`config.mk`:
```
export PLATFORM = sky130hd
export DESIGN_NAME = pci_wr_burst_ctl
export DESIGN_NICKNAME = d
export VERILOG_FILES = /design/src/rtl/pciwb_pkg.sv /design/src/rtl/pciwb_progress.sv /design/src/rtl/pciwb_devsel_watch.sv /design/src/rtl/pciwb_resume_gate.sv /design/src/rtl/pci_wr_burst_ctl.sv
export SDC_FILE = /design/constraint.sdc
export NUM_CORES = 1
export LEC_CHECK = 0
export CELL_PAD_IN_SITES_DETAIL_PLACEMENT = 1
export CELL_PAD_IN_SITES_GLOBAL_PLACEMENT = 1
export CORE_MARGIN = 5
export CORE_UTILIZATION = 29
export DETAILED_ROUTE_END_ITERATION = 6
export GPL_ROUTABILITY_DRIVEN = 0
export PLACE_DENSITY_LB_ADDON = 0.08
export SLEW_MARGIN = 20
export SYNTH_ARGS = -nofsm -noshare
export SYNTH_HDL_FRONTEND = slang
export SYNTH_HIERARCHICAL = 1
export SYNTH_SLANG_ARGS = --single-unit
```
`constraint.sdc`:
```
create_clock -name clk -period 2.6 [get_ports clk]
set_input_delay 0.26 -clock clk [delete_from_list [all_inputs] [get_ports clk]]
set_output_delay 0.26 -clock clk [all_outputs]
set_load 0.005 [all_outputs]
```
`src/rtl/pciwb_pkg.sv`:
```
package pciwb_pkg;

    typedef enum logic [2:0] {
        ST_IDLE,
        ST_FILL,
        ST_REQ,
        ST_ADDR,
        ST_DATA,
        ST_FLUSH
    } wb_state_e;

    // bus command code for a write into the given address space
    function automatic logic [3:0] wr_cmd_code(input logic [1:0] space);
        logic [3:0] code;
        unique case (space)
            2'd0:    code = 4'b1011;
            2'd1:    code = 4'b0011;
            default: code = 4'b0111;
        endcase
        return code;
    endfunction

endpackage

```
`src/rtl/pciwb_progress.sv`:
```
module pciwb_progress #(
    parameter int ADDR_W     = 32,
    parameter int LEN_W      = 8,
    parameter int STEP_BYTES = 4
) (
    input  logic              clk,
    input  logic              rst_n,
    input  logic              load,
    input  logic [ADDR_W-1:0] load_addr,
    input  logic [LEN_W-1:0]  load_len,
    input  logic              step,
    output logic [ADDR_W-1:0] addr,
    output logic [LEN_W-1:0]  rem
);

    always_ff @(posedge clk) begin
        if (!rst_n) begin
            addr <= '0;
            rem  <= '0;
        end else if (load) begin
            addr <= load_addr;
            rem  <= load_len;
        end else if (step) begin
            addr <= addr + ADDR_W'(STEP_BYTES);
            rem  <= rem - LEN_W'(1);
        end
    end

endmodule

```
`src/rtl/pciwb_devsel_watch.sv`:
```
module pciwb_devsel_watch #(
    parameter int ABORT_CLKS = 5
) (
    input  logic clk,
    input  logic rst_n,
    input  logic arm,
    input  logic tick,
    input  logic devsel_n,
    output logic seen,
    output logic expire
);

    localparam int CNT_W = $clog2(ABORT_CLKS + 1);

    logic [CNT_W-1:0] cnt;

    always_ff @(posedge clk) begin
        if (!rst_n || arm) begin
            cnt  <= '0;
            seen <= 1'b0;
        end else if (tick) begin
            if (!devsel_n)
                seen <= 1'b1;
            else if (!seen)
                cnt <= cnt + CNT_W'(1);
        end
    end

    assign expire = tick && !seen && devsel_n && (cnt == CNT_W'(ABORT_CLKS - 1));

endmodule

```
`src/rtl/pciwb_resume_gate.sv`:
```
module pciwb_resume_gate #(
    parameter int LVL_W        = 9,
    parameter int LEN_W        = 8,
    parameter int DW_PER_PHASE = 1,
    parameter int THRESH_DW    = 8
) (
    input  logic [LVL_W-1:0] level,
    input  logic [LEN_W-1:0] rem,
    output logic             have_phase,
    output logic             open
);

    localparam int SUM_W = LVL_W + LEN_W + 3;

    logic [SUM_W-1:0] lvl_x;
    logic [SUM_W-1:0] need_x;

    always_comb begin
        lvl_x      = SUM_W'(level);
        need_x     = SUM_W'(rem) * SUM_W'(DW_PER_PHASE);
        have_phase = lvl_x >= SUM_W'(DW_PER_PHASE);
        open       = (lvl_x >= SUM_W'(THRESH_DW)) || (lvl_x >= need_x);
    end

endmodule

```
`src/rtl/pci_wr_burst_ctl.sv`:
```
module pci_wr_burst_ctl
    import pciwb_pkg::*;
#(
    parameter int DATA_W     = 32,
    parameter int LEN_W      = 8,
    parameter int LVL_W      = 9,
    parameter int ABORT_CLKS = 5,
    parameter int STAT_W     = 8
) (
    input  logic                clk,
    input  logic                rst_n,
    input  logic                cmd_valid,
    output logic                cmd_ready,
    input  logic [31:0]         cmd_addr,
    input  logic [1:0]          cmd_space,
    input  logic [LEN_W-1:0]    cmd_len,
    input  logic [LVL_W-1:0]    fifo_level,
    input  logic [DATA_W-1:0]   fifo_data,
    output logic                fifo_pop,
    output logic                arb_req,
    input  logic                arb_gnt,
    output logic                pci_frame_n,
    output logic                pci_irdy_n,
    input  logic                pci_trdy_n,
    input  logic                pci_stop_n,
    input  logic                pci_devsel_n,
    output logic [DATA_W-1:0]   pci_ad,
    output logic [DATA_W/8-1:0] pci_cbe_n,
    input  logic                lat_expired,
    input  logic                stat_wr,
    input  logic                stat_wdata,
    output logic [STAT_W-1:0]   stat_reg,
    output logic                cmd_done
);

    localparam int DW_PER_PHASE = DATA_W / 32;
    localparam int THRESH_DW    = (DATA_W == 64) ? 16 : 8;
    localparam int STEP_BYTES   = DW_PER_PHASE * 4;
    localparam int CBE_W        = DATA_W / 8;

    wb_state_e        state, nxt;
    logic [1:0]       space_q;
    logic [31:0]      cur_addr;
    logic [LEN_W-1:0] rem;
    logic             have_phase, gate_open;
    logic             dv_seen, m_abort;
    logic             in_data, xfer, last_xfer, t_abort, stop_cont, flush_pop;
    logic             fail_q, done_q;

    pciwb_progress #(
        .ADDR_W(32), .LEN_W(LEN_W), .STEP_BYTES(STEP_BYTES)
    ) u_prog (
        .clk(clk), .rst_n(rst_n),
        .load(state == ST_IDLE && cmd_valid),
        .load_addr(cmd_addr), .load_len(cmd_len),
        .step(fifo_pop), .addr(cur_addr), .rem(rem)
    );

    pciwb_resume_gate #(
        .LVL_W(LVL_W), .LEN_W(LEN_W), .DW_PER_PHASE(DW_PER_PHASE), .THRESH_DW(THRESH_DW)
    ) u_gate (
        .level(fifo_level), .rem(rem), .have_phase(have_phase), .open(gate_open)
    );

    pciwb_devsel_watch #(
        .ABORT_CLKS(ABORT_CLKS)
    ) u_watch (
        .clk(clk), .rst_n(rst_n), .arm(state == ST_ADDR), .tick(in_data),
        .devsel_n(pci_devsel_n), .seen(dv_seen), .expire(m_abort)
    );

    // termination classification
    always_comb begin
        in_data   = (state == ST_DATA);
        xfer      = in_data && have_phase && !pci_trdy_n;
        last_xfer = xfer && (rem == LEN_W'(1));
        t_abort   = in_data && !pci_stop_n && pci_devsel_n && dv_seen;
        stop_cont = in_data && !pci_stop_n && !pci_devsel_n;
        flush_pop = (state == ST_FLUSH) && have_phase && (rem != '0);
    end

    // next-state logic
    always_comb begin
        nxt = state;
        unique case (state)
            ST_IDLE:  if (cmd_valid) nxt = ST_FILL;
            ST_FILL:  if (gate_open) nxt = ST_REQ;
            ST_REQ:   if (arb_gnt)   nxt = ST_ADDR;
            ST_ADDR:  nxt = ST_DATA;
            ST_DATA: begin
                if (m_abort || t_abort)           nxt = ST_FLUSH;
                else if (last_xfer)               nxt = ST_IDLE;
                else if (stop_cont || lat_expired) nxt = ST_REQ;
                else if (!have_phase)             nxt = ST_FILL;
            end
            ST_FLUSH: if (rem == '0 || (flush_pop && rem == LEN_W'(1))) nxt = ST_IDLE;
            default:  nxt = ST_IDLE;
        endcase
    end

    // state register and registered side results
    always_ff @(posedge clk) begin
        if (!rst_n) begin
            state   <= ST_IDLE;
            space_q <= '0;
            fail_q  <= 1'b0;
            done_q  <= 1'b0;
        end else begin
            state  <= nxt;
            done_q <= last_xfer && !m_abort && !t_abort;
            if (state == ST_IDLE && cmd_valid)
                space_q <= cmd_space;
            if (m_abort || t_abort)
                fail_q <= 1'b1;
            else if (stat_wr && stat_wdata)
                fail_q <= 1'b0;
        end
    end

    // outputs
    always_comb begin
        cmd_ready   = (state == ST_IDLE);
        arb_req     = (state == ST_REQ);
        pci_frame_n = !(state == ST_ADDR || in_data);
        pci_irdy_n  = !(in_data && have_phase);
        fifo_pop    = xfer || flush_pop;
        cmd_done    = done_q;
        stat_reg    = STAT_W'(fail_q);
        if (state == ST_ADDR) begin
            pci_ad    = DATA_W'(cur_addr);
            pci_cbe_n = CBE_W'(wr_cmd_code(space_q));
        end else begin
            pci_ad    = in_data ? fifo_data : '0;
            pci_cbe_n = '0;
        end
    end

endmodule

```
==> results_dict.tcl, run 1 <==
set metrics [dict create \
    port_buffers 135 \
    fp.dieW_um 122.2 \
    final_cell_mix "clkdlybuf4s50_1, dfxtp_1, a22o_1, nand2_1, buf_4" \
    drt_iter0_markers 132 \
    slowest_stage "clkdlybuf4s50_1" \
    synthArstFlopShare_pct 0 \
    period_needed_ns 2.516 \
    grt_usage_pct 17.20 \
    synthCells 443 \
    crit_buf_inv 3 \
    finalSetupTns_ns 0 \
    final_antenna_net_count 0 \
    synth_edf_count 0 \
    first_global_vias 4270 \
    period_share_pct 96.76 \
    final_nets 686 \
    num_rows 41 \
    cp_max_fo 4 \
    cts_buffer_depth 2 \
    cts_inserted_buffers 5 \
    cp-start-kind "input pin" \
    die-area_mm2 0.01493 \
    insertion_delay_ns 0.29 \
    io_pins 143 \
    critical_path.top_delay_family "buffers and inverters" \
    power_density_mw_per_mm2 616.5 \
    hold_class "input pin to flop" \
    clk_transition_reported_paths_ns 0.07 \
    worstPathCellList "clkdlybuf4s50_1 -> nor4_1 -> nand2_1 -> or4_4 -> buf_4 -> nand2_1 -> clkdlybuf4s50_1" \
    stdcell_area_mm2 0.005454 \
    peakVddDrop_mv 0.3021 \
    dp_hpwl_um 9717 \
    gr-usage-met1_pct 21.30 \
    critPathMaxStageDelay_ns 0.50 \
    core_mm2 0.01247 \
    overflow 0 \
    setup_viol 0 \
    ys.flop_type "dfxtp_1" \
    wl_um 13000 \
    synth-seq-cells 51 \
    use_met2_pct 30.70 \
    grt_setup_unrepaired "false" \
    cts_sinks 51 \
    power_w 0.003362 \
    ys_types 64 \
    drv_slew 0 \
    cts_root_buf "clkbuf_16" \
    synth_area_per_cell_um2 8.239 \
    grt.busiest_layer "met2" \
    arrival_ns 2.26 \
    ys_seq_area_share_pct 27.97 \
    crit_type "input pin to primary output" \
    die_y_um 122.2 \
    max_freq_ghz 0.3975 \
    hold_violations 0 \
    vias_per_cell 5.195 \
    wl_per_cell_um 17.24 \
    syn_area_mm2 0.003650 \
    worstMarginPinSlew_ns 0.5234 \
    drive_above_1_share_pct 9.966 \
    hold_buffers 0 \
    slew_headroom_pct 65.11 \
    status "finished clean" \
    met3_usage_pct 3.807 \
    grt_max_degree 53 \
    drv_cap 0 \
    end_kind "primary output" \
    grt_pass1_wl_um 20870 \
    first_pass_iters 4 \
    layout_commonest_cell "clkdlybuf4s50_1" \
    synth-warning-count 6 \
    h-tree-depth 2 \
    cts_tree "done" \
    antenna_found_initial 0 \
    critPathRequiredTime_ns 2.34 \
    skew_ns 0.004708 \
    initial_core_util_pct 29.28 \
    p_leak_nw 2.017 \
    antenna_cells 0 \
    nFillCells 1478 \
    drc 0 \
    syn2layout_area_growth_pct 49.43 \
    placedInstanceArea_mm2 0.005260 \
    route.vias.total 3917 \
]
==> per-stage QoR <==
stage	setup slack, ns	cells	util, %	hold slack [ns]
5_1_grt	0.008130	754	43.75	0.4673
4_1_cts	0.01136	754	43.41	0.4601
6_report	0.08423	754	43.75	0.4476
3_5_place_dp	-0.2440	745	42.20	0.4692
3_3_place_gp	-0.1761	745	42.20	0.4581
2_1_floorplan	0.008620	449	-	0.3775
==> logic make-up (layout without fill, tap and decap cells) <==
| group | count (synthesis) | count (layout) | synth area share [%] |
|---|---|---|---|
| mux | 9 | 9 | 2.605 |
| other cells | 1 | 7 | 0.1027 |
| xor+xnor | 18 | 18 | 4.319 |
| simple gates | 152 | 152 | 25.40 |
| buf+inv | 64 | 197 | 8.193 |
| compound gates | 136 | 136 | 27.29 |
| flops | 51 | 51 | 27.97 |
| fa+ha+maj | 12 | 12 | 4.114 |
==> per-layer routing <==
metal	vias to the layer above	share of wire (%)
met5	-	0
met4	0	0.90
met3	8	5.2
met2	93	49
met1	1885	45
li1	1931	-
==> worst register-to-register path, stage by stage (launching register included) <==
cell       delay, ns
dfxtp_4         0.37
inv_1           0.05
ha_1            0.30
nand3_1         0.12
a2111oi_0       0.08
a2111oi_0       0.36
o21ai_1         0.16
mux2_4          0.29
o311a_2         0.36
a32o_1          0.22
==> cells in the mapped netlist (all sizes together), types with 10 or more instances <==
master | instances | area (um2)
a31oi | 16 | 100.1
o211a | 11 | 110.1
a21oi | 11 | 55.05
nor3 | 10 | 50.05
xnor2 | 11 | 96.34
nand2 | 30 | 112.6
clkbuf | 19 | 72.56
nor2b | 10 | 62.56
o21ai | 28 | 140.1
or4 | 12 | 90.09
buf | 21 | 136.4
a22o | 32 | 280.3
ha | 12 | 150.1
dfxtp | 51 | 1021
nand4 | 11 | 75.07
o31ai | 11 | 82.58
inv | 23 | 86.33
nand3 | 13 | 65.06
==> power by group <==
part	total, W	internal, W	switching (W)
sequential	0.00126	0.000988	0.000274
combinational	0.00143	0.000745	0.000681
clock	0.000675	0.000356	0.000319
total	0.00336	0.00209	0.00127
==> path summary, 6_finish.rpt <==
kind                                                  from                    end  slack [ns]  cells after the start
worst max-delay path                         fifo_level[5]             pci_irdy_n        0.08                      7
worst min-delay path                                 rst_n  state[1]$_SDFFE_PN0P_        0.45                      2
worst max register to register  u_prog/rem[6]$_SDFFE_PN0N_  state[0]$_SDFFE_PN0P_        0.18                      9
worst min register to register         fail_q$_SDFFE_PN0P_    fail_q$_SDFFE_PN0P_        0.47                      2
==> layout make-up <==
cell class | instances | area [um2] | share of cell area (%)
multi-input cells | 334 | 2386 | 43.75
repair buffers | 165 | 1585 | 29.07
flip-flops and latches | 51 | 1032 | 18.93
well taps | 172 | 215.2 | 3.946
clock buffers | 5 | 125.1 | 2.294
inverters | 24 | 90.09 | 1.652
clock inverters | 3 | 20.02 | 0.3671
==> timing repair <==
action	in CTS	in global routing
setup endpoints to repair	1	12
resized for setup	1	14
pin swaps	0	1
setup buffers	1	0
==> state kept, by name (all words and copies together), names as in the netlist <==
name	flops
fail_q	1
u_watch/cnt	3
u_prog/addr	32
cmd_done	1
u_watch/seen	1
state	3
u_prog/rem	8
space_q	2
(Power assumes the default switching activity.)
==> run 2, diff against run 1 <==
--- a/config.mk
+++ b/config.mk
@@ -5,6 +5,7 @@
 export SDC_FILE = /design/constraint.sdc
 export NUM_CORES = 1
 export LEC_CHECK = 0
+export CAP_MARGIN = 20
 export CELL_PAD_IN_SITES_DETAIL_PLACEMENT = 1
 export CELL_PAD_IN_SITES_GLOBAL_PLACEMENT = 1
 export CORE_MARGIN = 5
==> results of run 2 <==
No change in the layout: final DEF, timing and power equal those of run 1.
==> run 3, diff against run 2 <==
--- a/config.mk
+++ b/config.mk
@@ -5,7 +5,6 @@
 export SDC_FILE = /design/constraint.sdc
 export NUM_CORES = 1
 export LEC_CHECK = 0
-export CAP_MARGIN = 20
 export CELL_PAD_IN_SITES_DETAIL_PLACEMENT = 1
 export CELL_PAD_IN_SITES_GLOBAL_PLACEMENT = 1
 export CORE_MARGIN = 5
==> results of run 3 <==
No change in the layout: final DEF, timing and power equal those of run 1.
